==> src/rtl/rx_error_pkg.sv <==
package rx_error_pkg;
    localparam int NUM_COND   = 4;
    localparam int DATA_W     = 8;
    localparam int ADDR_W     = 2;
    localparam int FREQ_W     = 3;
    localparam int FREQ_LSB   = DATA_W - FREQ_W;
    localparam int FLAG_BIT   = 3;
    localparam int IEN_BIT    = 3;

    typedef enum logic [ADDR_W-1:0] {
        REG_SUM_STAT  = 2'd0,
        REG_SUM_EN    = 2'd1,
        REG_COND_STAT = 2'd2,
        REG_COND_EN   = 2'd3
    } reg_addr_e;

    typedef enum logic [1:0] {
        FLAG_CLEAR  = 2'd0,
        FLAG_RAISED = 2'd1,
        FLAG_HELD   = 2'd2
    } flag_state_e;
endpackage

==> src/rtl/rx_error_sticky.sv <==
module rx_error_sticky
    import rx_error_pkg::*;
#(
    parameter int WIDTH = NUM_COND
) (
    input  logic             clk,
    input  logic             rst_n,
    input  logic [WIDTH-1:0] set_i,
    input  logic             clr_i,
    output logic [WIDTH-1:0] q_o
);
    generate
        for (genvar i = 0; i < WIDTH; i++) begin : g_bit
            logic bit_q;
            always_ff @(posedge clk or negedge rst_n) begin
                if (!rst_n)
                    bit_q <= 1'b0;
                else if (set_i[i])
                    bit_q <= 1'b1;
                else if (clr_i)
                    bit_q <= 1'b0;
            end
            assign q_o[i] = bit_q;

            assert_set_R2: assert property (@(posedge clk) disable iff (!rst_n)
                set_i[i] |=> q_o[i]);
            assert_clear_R3: assert property (@(posedge clk) disable iff (!rst_n)
                (clr_i && !set_i[i]) |=> !q_o[i]);
            assert_keep_R4: assert property (@(posedge clk) disable iff (!rst_n)
                (q_o[i] && !clr_i) |=> q_o[i]);
        end
    endgenerate
endmodule

==> src/rtl/rx_error_flag_fsm.sv <==
module rx_error_flag_fsm
    import rx_error_pkg::*;
(
    input  logic clk,
    input  logic rst_n,
    input  logic hit_i,
    input  logic clr_i,
    input  logic ien_i,
    output logic flag_o,
    output logic irq_o
);
    flag_state_e state_q, state_d;

    always_ff @(posedge clk or negedge rst_n) begin
        if (!rst_n)
            state_q <= FLAG_CLEAR;
        else
            state_q <= state_d;
    end

    always_comb begin
        state_d = state_q;
        unique case (state_q)
            FLAG_CLEAR: begin
                if (hit_i)
                    state_d = ien_i ? FLAG_RAISED : FLAG_HELD;
            end
            FLAG_RAISED, FLAG_HELD: begin
                if (clr_i && hit_i)
                    state_d = ien_i ? FLAG_RAISED : FLAG_HELD;
                else if (clr_i)
                    state_d = FLAG_CLEAR;
            end
            default: state_d = FLAG_CLEAR;
        endcase
    end

    always_comb begin
        flag_o = 1'b0;
        irq_o  = 1'b0;
        unique case (state_q)
            FLAG_CLEAR:  begin flag_o = 1'b0; irq_o = 1'b0; end
            FLAG_RAISED: begin flag_o = 1'b1; irq_o = 1'b1; end
            FLAG_HELD:   begin flag_o = 1'b1; irq_o = 1'b0; end
            default:     begin flag_o = 1'b0; irq_o = 1'b0; end
        endcase
    end

    assert_no_repeat_irq_R8: assert property (@(posedge clk) disable iff (!rst_n)
        (flag_o && !clr_i) |=> !$rose(irq_o));
    assert_read_clears_R9: assert property (@(posedge clk) disable iff (!rst_n)
        (clr_i && !hit_i) |=> (!flag_o && !irq_o));
    assert_hit_wins_R9: assert property (@(posedge clk) disable iff (!rst_n)
        hit_i |=> flag_o);
    assert_irq_implies_flag_R8: assert property (@(posedge clk) disable iff (!rst_n)
        irq_o |-> flag_o);
endmodule

==> src/rtl/rx_error_regs.sv <==
module rx_error_regs
    import rx_error_pkg::*;
(
    input  logic                clk,
    input  logic                rst_n,
    input  logic [ADDR_W-1:0]   addr,
    input  logic                wr_en,
    input  logic [DATA_W-1:0]   wr_data,
    input  logic                rd_en,
    input  logic [NUM_COND-1:0] sticky_i,
    input  logic [FREQ_W-1:0]   freq_i,
    input  logic                flag_i,
    output logic [NUM_COND-1:0] cond_en_o,
    output logic                ien_o,
    output logic [DATA_W-1:0]   rd_data
);
    logic [NUM_COND-1:0] cond_en_q;
    logic                ien_q;

    always_ff @(posedge clk or negedge rst_n) begin
        if (!rst_n) begin
            cond_en_q <= '0;
            ien_q     <= 1'b0;
        end else if (wr_en) begin
            if (addr == REG_COND_EN)
                cond_en_q <= wr_data[NUM_COND-1:0];
            if (addr == REG_SUM_EN)
                ien_q <= wr_data[IEN_BIT];
        end
    end

    assign cond_en_o = cond_en_q;
    assign ien_o     = ien_q;

    always_comb begin
        rd_data = '0;
        if (rd_en) begin
            unique case (reg_addr_e'(addr))
                REG_SUM_STAT:  rd_data[FLAG_BIT] = flag_i;
                REG_SUM_EN:    rd_data[IEN_BIT]  = ien_q;
                REG_COND_STAT: begin
                    rd_data[NUM_COND-1:0]     = sticky_i;
                    rd_data[DATA_W-1:FREQ_LSB] = freq_i;
                end
                REG_COND_EN:   rd_data[NUM_COND-1:0] = cond_en_q;
                default:       rd_data = '0;
            endcase
        end
    end

    assert_write_en_R5: assert property (@(posedge clk) disable iff (!rst_n)
        (wr_en && addr == REG_COND_EN) |=> (cond_en_o == $past(wr_data[NUM_COND-1:0])));
    assert_write_ien_R10: assert property (@(posedge clk) disable iff (!rst_n)
        (wr_en && addr == REG_SUM_EN) |=> (ien_o == $past(wr_data[IEN_BIT])));
endmodule

==> src/rtl/rx_error_status.sv <==
module rx_error_status
    import rx_error_pkg::*;
(
    input  logic                clk,
    input  logic                rst_n,
    input  logic [3:0]          cond_evt,
    input  logic [2:0]          freq_code,
    input  logic [1:0]          addr,
    input  logic                wr_en,
    input  logic [7:0]          wr_data,
    input  logic                rd_en,
    output logic [7:0]          rd_data,
    output logic                err_flag_o,
    output logic                irq_o
);
    logic [NUM_COND-1:0] sticky;
    logic [NUM_COND-1:0] cond_en;
    logic                ien;
    logic                flag;
    logic                hit;
    logic                rd_cond;
    logic                rd_sum;
    logic                err_q;

    assign rd_cond = rd_en && (addr == REG_COND_STAT);
    assign rd_sum  = rd_en && (addr == REG_SUM_STAT);
    assign hit     = |(cond_evt & cond_en);

    rx_error_sticky #(.WIDTH(NUM_COND)) u_sticky (
        .clk   (clk),
        .rst_n (rst_n),
        .set_i (cond_evt),
        .clr_i (rd_cond),
        .q_o   (sticky)
    );

    rx_error_regs u_regs (
        .clk       (clk),
        .rst_n     (rst_n),
        .addr      (addr),
        .wr_en     (wr_en),
        .wr_data   (wr_data),
        .rd_en     (rd_en),
        .sticky_i  (sticky),
        .freq_i    (freq_code),
        .flag_i    (flag),
        .cond_en_o (cond_en),
        .ien_o     (ien),
        .rd_data   (rd_data)
    );

    rx_error_flag_fsm u_fsm (
        .clk    (clk),
        .rst_n  (rst_n),
        .hit_i  (hit),
        .clr_i  (rd_sum),
        .ien_i  (ien),
        .flag_o (flag),
        .irq_o  (irq_o)
    );

    always_ff @(posedge clk or negedge rst_n) begin
        if (!rst_n)
            err_q <= 1'b0;
        else
            err_q <= hit;
    end
    assign err_flag_o = err_q;

    assert_pin_source_R6: assert property (@(posedge clk) disable iff (!rst_n)
        err_flag_o |-> $past(|(cond_evt & cond_en)));
    assert_pin_every_R6: assert property (@(posedge clk) disable iff (!rst_n)
        (|(cond_evt & cond_en)) |=> err_flag_o);
    assert_pin_sets_flag_R7: assert property (@(posedge clk) disable iff (!rst_n)
        err_flag_o |-> flag);
endmodule

==> config.mk <==
export PLATFORM = sky130hd
export DESIGN_NAME = rx_error_status
export DESIGN_NICKNAME = d
export VERILOG_FILES = /design/src/rtl/rx_error_pkg.sv /design/src/rtl/rx_error_sticky.sv /design/src/rtl/rx_error_flag_fsm.sv /design/src/rtl/rx_error_regs.sv /design/src/rtl/rx_error_status.sv
export SDC_FILE = /design/constraint.sdc
export NUM_CORES = 1
export LEC_CHECK = 0
export BUFFER_PORTS_ARGS = -buffer_cell sky130_fd_sc_hd__buf_4
export CORE_UTILIZATION = 44
export DETAILED_ROUTE_END_ITERATION = 16
export GPL_TIMING_DRIVEN = 0
export PLACE_DENSITY = 0.78
export SLEW_MARGIN = 20
export SYNTH_ARGS = -nofsm -noshare
export SYNTH_HDL_FRONTEND = slang
export SYNTH_SLANG_ARGS = --single-unit
==> constraint.sdc <==
create_clock -name clk -period 2.02 [get_ports clk]
set_clock_uncertainty 0.05 [all_clocks]
set_input_delay 0.404 -clock clk [delete_from_list [all_inputs] [get_ports clk]]
set_output_delay 0.404 -clock clk [all_outputs]
set_load 0.01 [all_outputs]
## Word-level counts from Yosys, hierarchy flattened

Index checks and enable logic that the tools add are counted.

| word-level totals | value |
|---|---|
| output and inout bits | 10 |
| register bits after elaboration | 12 |
| word-level logic and storage cells | 46 |
| input port bits | 21 |

| cells by class | value |
|---|---|
| equality and inequality tests | 7 |
| bitwise gates (word level) | 1 |
| reduce and logical (&&, ||, !) cells | 14 |
| mux-type cells | 16 |

Operator list:

| operator | count |
|---|---|
| 2-to-1 mux 2 bit | 4 |
| 2-to-1 mux 8 bit | 1 |
| nonzero test 2 bit | 4 |
| 2-to-1 mux 1 bit | 7 |
| equality test 2 bit, second input constant | 3 |
| one-hot mux 3 bit (2 select lines) | 1 |
| AND reduction 2 bit | 3 |
| AND 4 bit | 1 |
| equality test 2 x 1 -> 1 bit, second input constant | 2 |
| zero test 2 bit | 2 |
| one-hot mux 1 bit (4 select lines) | 1 |
| one-hot mux 2 bit (2 select lines) | 1 |
| OR reduction 4 bit | 1 |
| logical AND 1 bit | 3 |
| 2-to-1 mux 3 bit | 1 |
| inequality test 3 x 1 -> 1 bit, second input constant | 1 |
| inequality test 2 bit, second input constant | 1 |
| OR reduction 2 bit | 1 |

## Longest topological paths before layout

| logic depth | value |
|---|---|
| word-level depth | 5 |
| mapped depth | 5 |
| depth with buffers taken out | 5 |

## Modules after synthesis

From an unflattened synthesis, not the netlist that was laid out.

| second synthesis, totals | value |
|---|---|
| cell total of the unflattened synthesis | 61 |
| area total of the unflattened synthesis | 689.4 um2 |

By module, submodules not included:

| module | area an instance (um2) | cells each | instances |
|---|---|---|---|
| rx_error_regs | 312.8 | 27 | 1 |
| rx_error_sticky | 163.9 | 13 | 1 |
| rx_error_flag_fsm | 152.6 | 15 | 1 |
| rx_error_status | 60.1 | 6 | 1 |

## Worst setup path after synthesis

Ideal clock, no wire load.

| path | value |
|---|---|
| path type | register to output |
| start | reg u_fsm.state_q[0] |
| end | out rd_data[3] |
| required time | 1.566 ns |
| stages on the path, launching flop included | 5 |
| arrival time | 1.385 ns |
| setup slack | 0.181 ns |
| path buffers | 0 |
| cells stage by stage | dfrtp_1 > inv_1 > ha_1 > mux4_1 > and2_1 |

| between the ends | value |
|---|---|
| longest elaborated chain between the ends | 5 |

Ends and longest elaborated chain:

| item | line | source |
|---|---|---|
| from (decl) | rx_error_flag_fsm.sv:12 | `flag_state_e state_q, state_d;` |
| from (signal assigned) | rx_error_flag_fsm.sv:18 | `state_q <= state_d;` |
| equality test 2 x 1 -> 1 bit / equality test 2 bit (equally long branches) | rx_error_flag_fsm.sv:41 | `unique case (state_q)` |
| OR reduction 2 bit (no line) (*) | -- |  |
| 2-to-1 mux 1 bit (*) | rx_error_flag_fsm.sv:41 |  |
| one-hot mux 1 bit (4 select lines) (*) | rx_error_regs.sv:38 | `unique case (reg_addr_e'(addr))` |
| 2-to-1 mux 8 bit (*) | rx_error_regs.sv:37 | `if (rd_en) begin` |
| to (decl) | rx_error_status.sv:12 | `output logic [7:0] rd_data,` |

Mark *: on every way between the ends. The rest lies on a longest branch, timed or not.

## Worst setup path after layout

| path | value |
|---|---|
| start | reg u_fsm.state_q[1] |
| end | out rd_data[3] |

The elaborated chain is that of the path after synthesis.

==> results.tsv <==
stage	metric	value	unit
timing	timing.final.crit_share	105.1	%
place	pre_cts_slack	0.02903	ns
critical_path	critPathBufInv	2	
clock_tree	clock-sinks	12	
critical_path	crit_type	register to output pin	
synthesis	syn_area	664.4	µm²
synthesis	synthAdderAreaFrac	5.650	%
timing	final-setup-viol-count	1	
timing	final_max_slew_viol_count	0	
synthesis	synth_compound_area_share	10.73	%
critical_path	cp_data_required_time	1.57	ns
place	gp_congestion	0.7316	
die	die-width	40.86	µm
critical_path	start_kind	register	
hold_path	min_to	u_sticky.g_bit[0].bit_q$_DFFE_PN0P_	
power	p_per_area	893.9	nW/µm²
place	dpl.cell_count	97	
die	core.rowCount	13	
critical_path	worst_r2r_startpoint	u_fsm.state_q[1]$_DFFE_PN0P_	
route	drt_iter0_drc	15	
critical_path	worst_setup_path_end_kind	output pin	
synthesis	synth-seq-area-share	45.20	%
grt	grt_max_degree	13	
route	final_antenna_net_count	0	
die	initial_core_util	49.21	%
critical_path	worst_ep_arrival_time	1.67	ns
synthesis	synthCells	58	
grt	grt.met1_usage	26.13	%
clock_tree	cts_made_buffers	3	
power	power.leakage	0.0004671	µW
outcome	violations	setup timing	
critical_path	r2r_cells	5	
clock_tree	clock_path_buffers	2	
hold_path	hold_start	cond_evt[0]	
timing	period_minus_slack	2.124	ns
critical_path	crit_family	multiplexers	
finish	drive_gt1_share	51.65	%
die	io_pins	31	
clock_tree	clk_latency	0.27	ns
place	post-dp-hpwl	1.056	mm
grt	gr-usage-met2	30.08	%
synthesis	synthXorXnorAreaFrac	0	%
timing	rsz0062_at_grt	true	
grt	first_global_vias	490	
hold_path	hp-class	input pin to register	
route	drcViolationCount	0	
critical_path	slowest_stage	mux4_2	
finish	syn_to_final_growth	42.75	%
route	num_vias	553	
route	drtPass1Iterations	4	
synthesis	synthSimpleGateAreaFrac	13.56	%
route	routedWlPerCell	13.79	µm
place	numPortBuffers	24	
synthesis	yosysWarnings	0	
synthesis	ys_types	21	
power	report.power.total	847.8	µW
die	dieArea	1670	µm²
finish	stdcell_count	106	
clock_tree	cts_tree	built	
finish	final_nets	117	
critical_path	reg2reg_slack	0.43	ns
timing	hold_viol_final	0	
synthesis	synth_nets	82	
grt	grt.total_usage	19.86	%
grt	grt-busiest-layer	met2	
clock_tree	cts.reportedPaths.clkPinSlew	0.07	ns
grt	antenna_found_initial	0	
die	die_height	40.86	µm
critical_path	regToRegEndpoint	u_fsm.state_q[1]$_DFFE_PN0P_	
clock_tree	htreeDepth	1	
critical_path	worstPathCellList	inv_2 > ha_4 > mux4_2 > and2_4 > buf_6	
grt	grt_pass1_wl	2.056	mm
grt	met3_usage	4.891	%
route	finalWirelength	1.462	mm
outcome	status	finished, violations left	
critical_path	path_max_fanout	2	
synthesis	synth.avg_cell_area	11.45	µm²
timing	timing.fmax	0.4708	GHz
critical_path	cpPeakStageDelay	0.44	ns
synthesis	synth_seq_cells	12	
route	vias_per_cell	5.217	
synthesis	synth_top_family_by_area	multiplexers	
finish	diodes	0	
die	core_area	1350	µm²
grt	grt_overflow	0	
clock_tree	cts-root-buf	clkbuf_4	
job	drv_cap	0	
power	ir_drop	502.9	µV
timing	setup_ws	-0.1040	ns
hold_path	hold_path_depth	2	
synthesis	muxShareOfSynthArea	19.21	%
finish	n_fill_cell	113	
==> state kept, by name (all words and copies together), names as in the netlist <==
name                  count
err_flag_o                1
u_fsm.state_q             2
u_regs.ien_o              1
u_regs.cond_en_o          4
u_sticky.g_bit.bit_q      4
==> what timing repair did <==
item / in CTS / in global routing
resized for setup: 6 / 0
hold buffers: 1 / 0
hold endpoints to repair: 12 / 0
setup endpoints to repair: 1 / 1
buffers inserted: 4 / 1
pin swaps: 2 / 0
==> metrics by stage <==
stage	utilization [%]	hold slack (ns)	instance area, µm²	setup TNS, ns
floorplan	-	0.05841	664.4	0
CTS	69.69	0.2665	940.9	-0.07474
global route	70.25	0.2696	948.4	-0.1465
detailed placement	63.95	0.2007	863.3	0
global placement	63.95	0.2010	863.3	0
finish	70.25	0.2688	948.4	-0.1040
==> power by group <==
| group | switching (µW) | internal, µW |
|---|---|---|
| Sequential | 31.8 | 283 |
| Clock | 76.8 | 69.0 |
| Combinational | 153 | 234 |
| Total | 262 | 586 |
==> layout by cell type (no fill, tap or decap) <==
cell type / n
buf_4: 29
conb_1: 1
o32ai_1: 2
mux2_2: 5
clkbuf_4: 3
dlygate4sd3_1: 1
mux4_2: 1
nor2_1: 5
mux2_4: 1
or3b_1: 1
mux2i_1: 3
inv_2: 2
and2_1: 4
buf_6: 2
nand2_1: 2
a22oi_1: 2
ha_1: 2
a21o_1: 4
nand2b_1: 1
and2_4: 1
ha_4: 1
a32oi_1: 1
inv_1: 2
nand3_1: 1
dfrtp_1: 12
or2_2: 2
==> cell type report <==
type                            count  area, µm²  area share [%]
Timing Repair Buffer               30      231.5           24.41
Clock buffer                        3      22.52           2.375
Multi-Input combinational cell     40      341.6           36.02
Buffer                              2      18.77           1.979
Sequential cell                    12      300.3           31.66
Tap cell                           15      18.77           1.979
Inverter                            4      15.01           1.583
==> Yosys cell counts <==
cell type / instances / share of area (%)
a21o_1: 4 / 4.5
a22oi_1: 2 / 2.3
a32oi_1: 1 / 1.3
and2_1: 5 / 4.7
buf_4: 1 / 1.1
buf_6: 1 / 1.7
conb_1: 1 / 0.56
dfrtp_1: 12 / 45
ha_1: 3 / 5.7
inv_1: 4 / 2.3
mux2_2: 5 / 8.5
mux2_4: 1 / 2.3
mux2i_1: 3 / 4.5
mux4_1: 1 / 4.0
nand2_1: 2 / 1.1
nand2b_1: 1 / 0.94
nand3_1: 1 / 0.75
nor2_1: 5 / 2.8
o32ai_1: 2 / 2.6
or2_2: 2 / 1.9
or3b_1: 1 / 1.3
==> layer usage <==
layer	up-vias	wire, µm
met2	21	673
met1	262	666
met5	-	0
li1	268	-
met4	0	12
met3	2	109
==> worst max-delay path by stage <==
stage,from,to,slack (ns),cells past startpoint
6_report,u_fsm.state_q[1]$_DFFE_PN0P_,rd_data[3],-0.10,5
3_3_place_gp,u_fsm.state_q[0]$_DFFE_PN0P_,rd_data[3],0.03,5
3_5_place_dp,u_fsm.state_q[0]$_DFFE_PN0P_,rd_data[3],0.03,5
2_1_floorplan,u_fsm.state_q[0]$_DFFE_PN0P_,rd_data[3],0.18,4
4_1_cts,u_fsm.state_q[1]$_DFFE_PN0P_,rd_data[3],-0.07,5
5_1_grt,u_fsm.state_q[1]$_DFFE_PN0P_,rd_data[3],-0.15,5
==> cells by family after synthesis <==
group / after synthesis
flops: 12
simple gates: 17
buf+inv: 6
other cells: 1
fa+ha+maj: 3
compound gates: 9
mux: 10
Note: power is estimated with default switching activity, not from simulation.
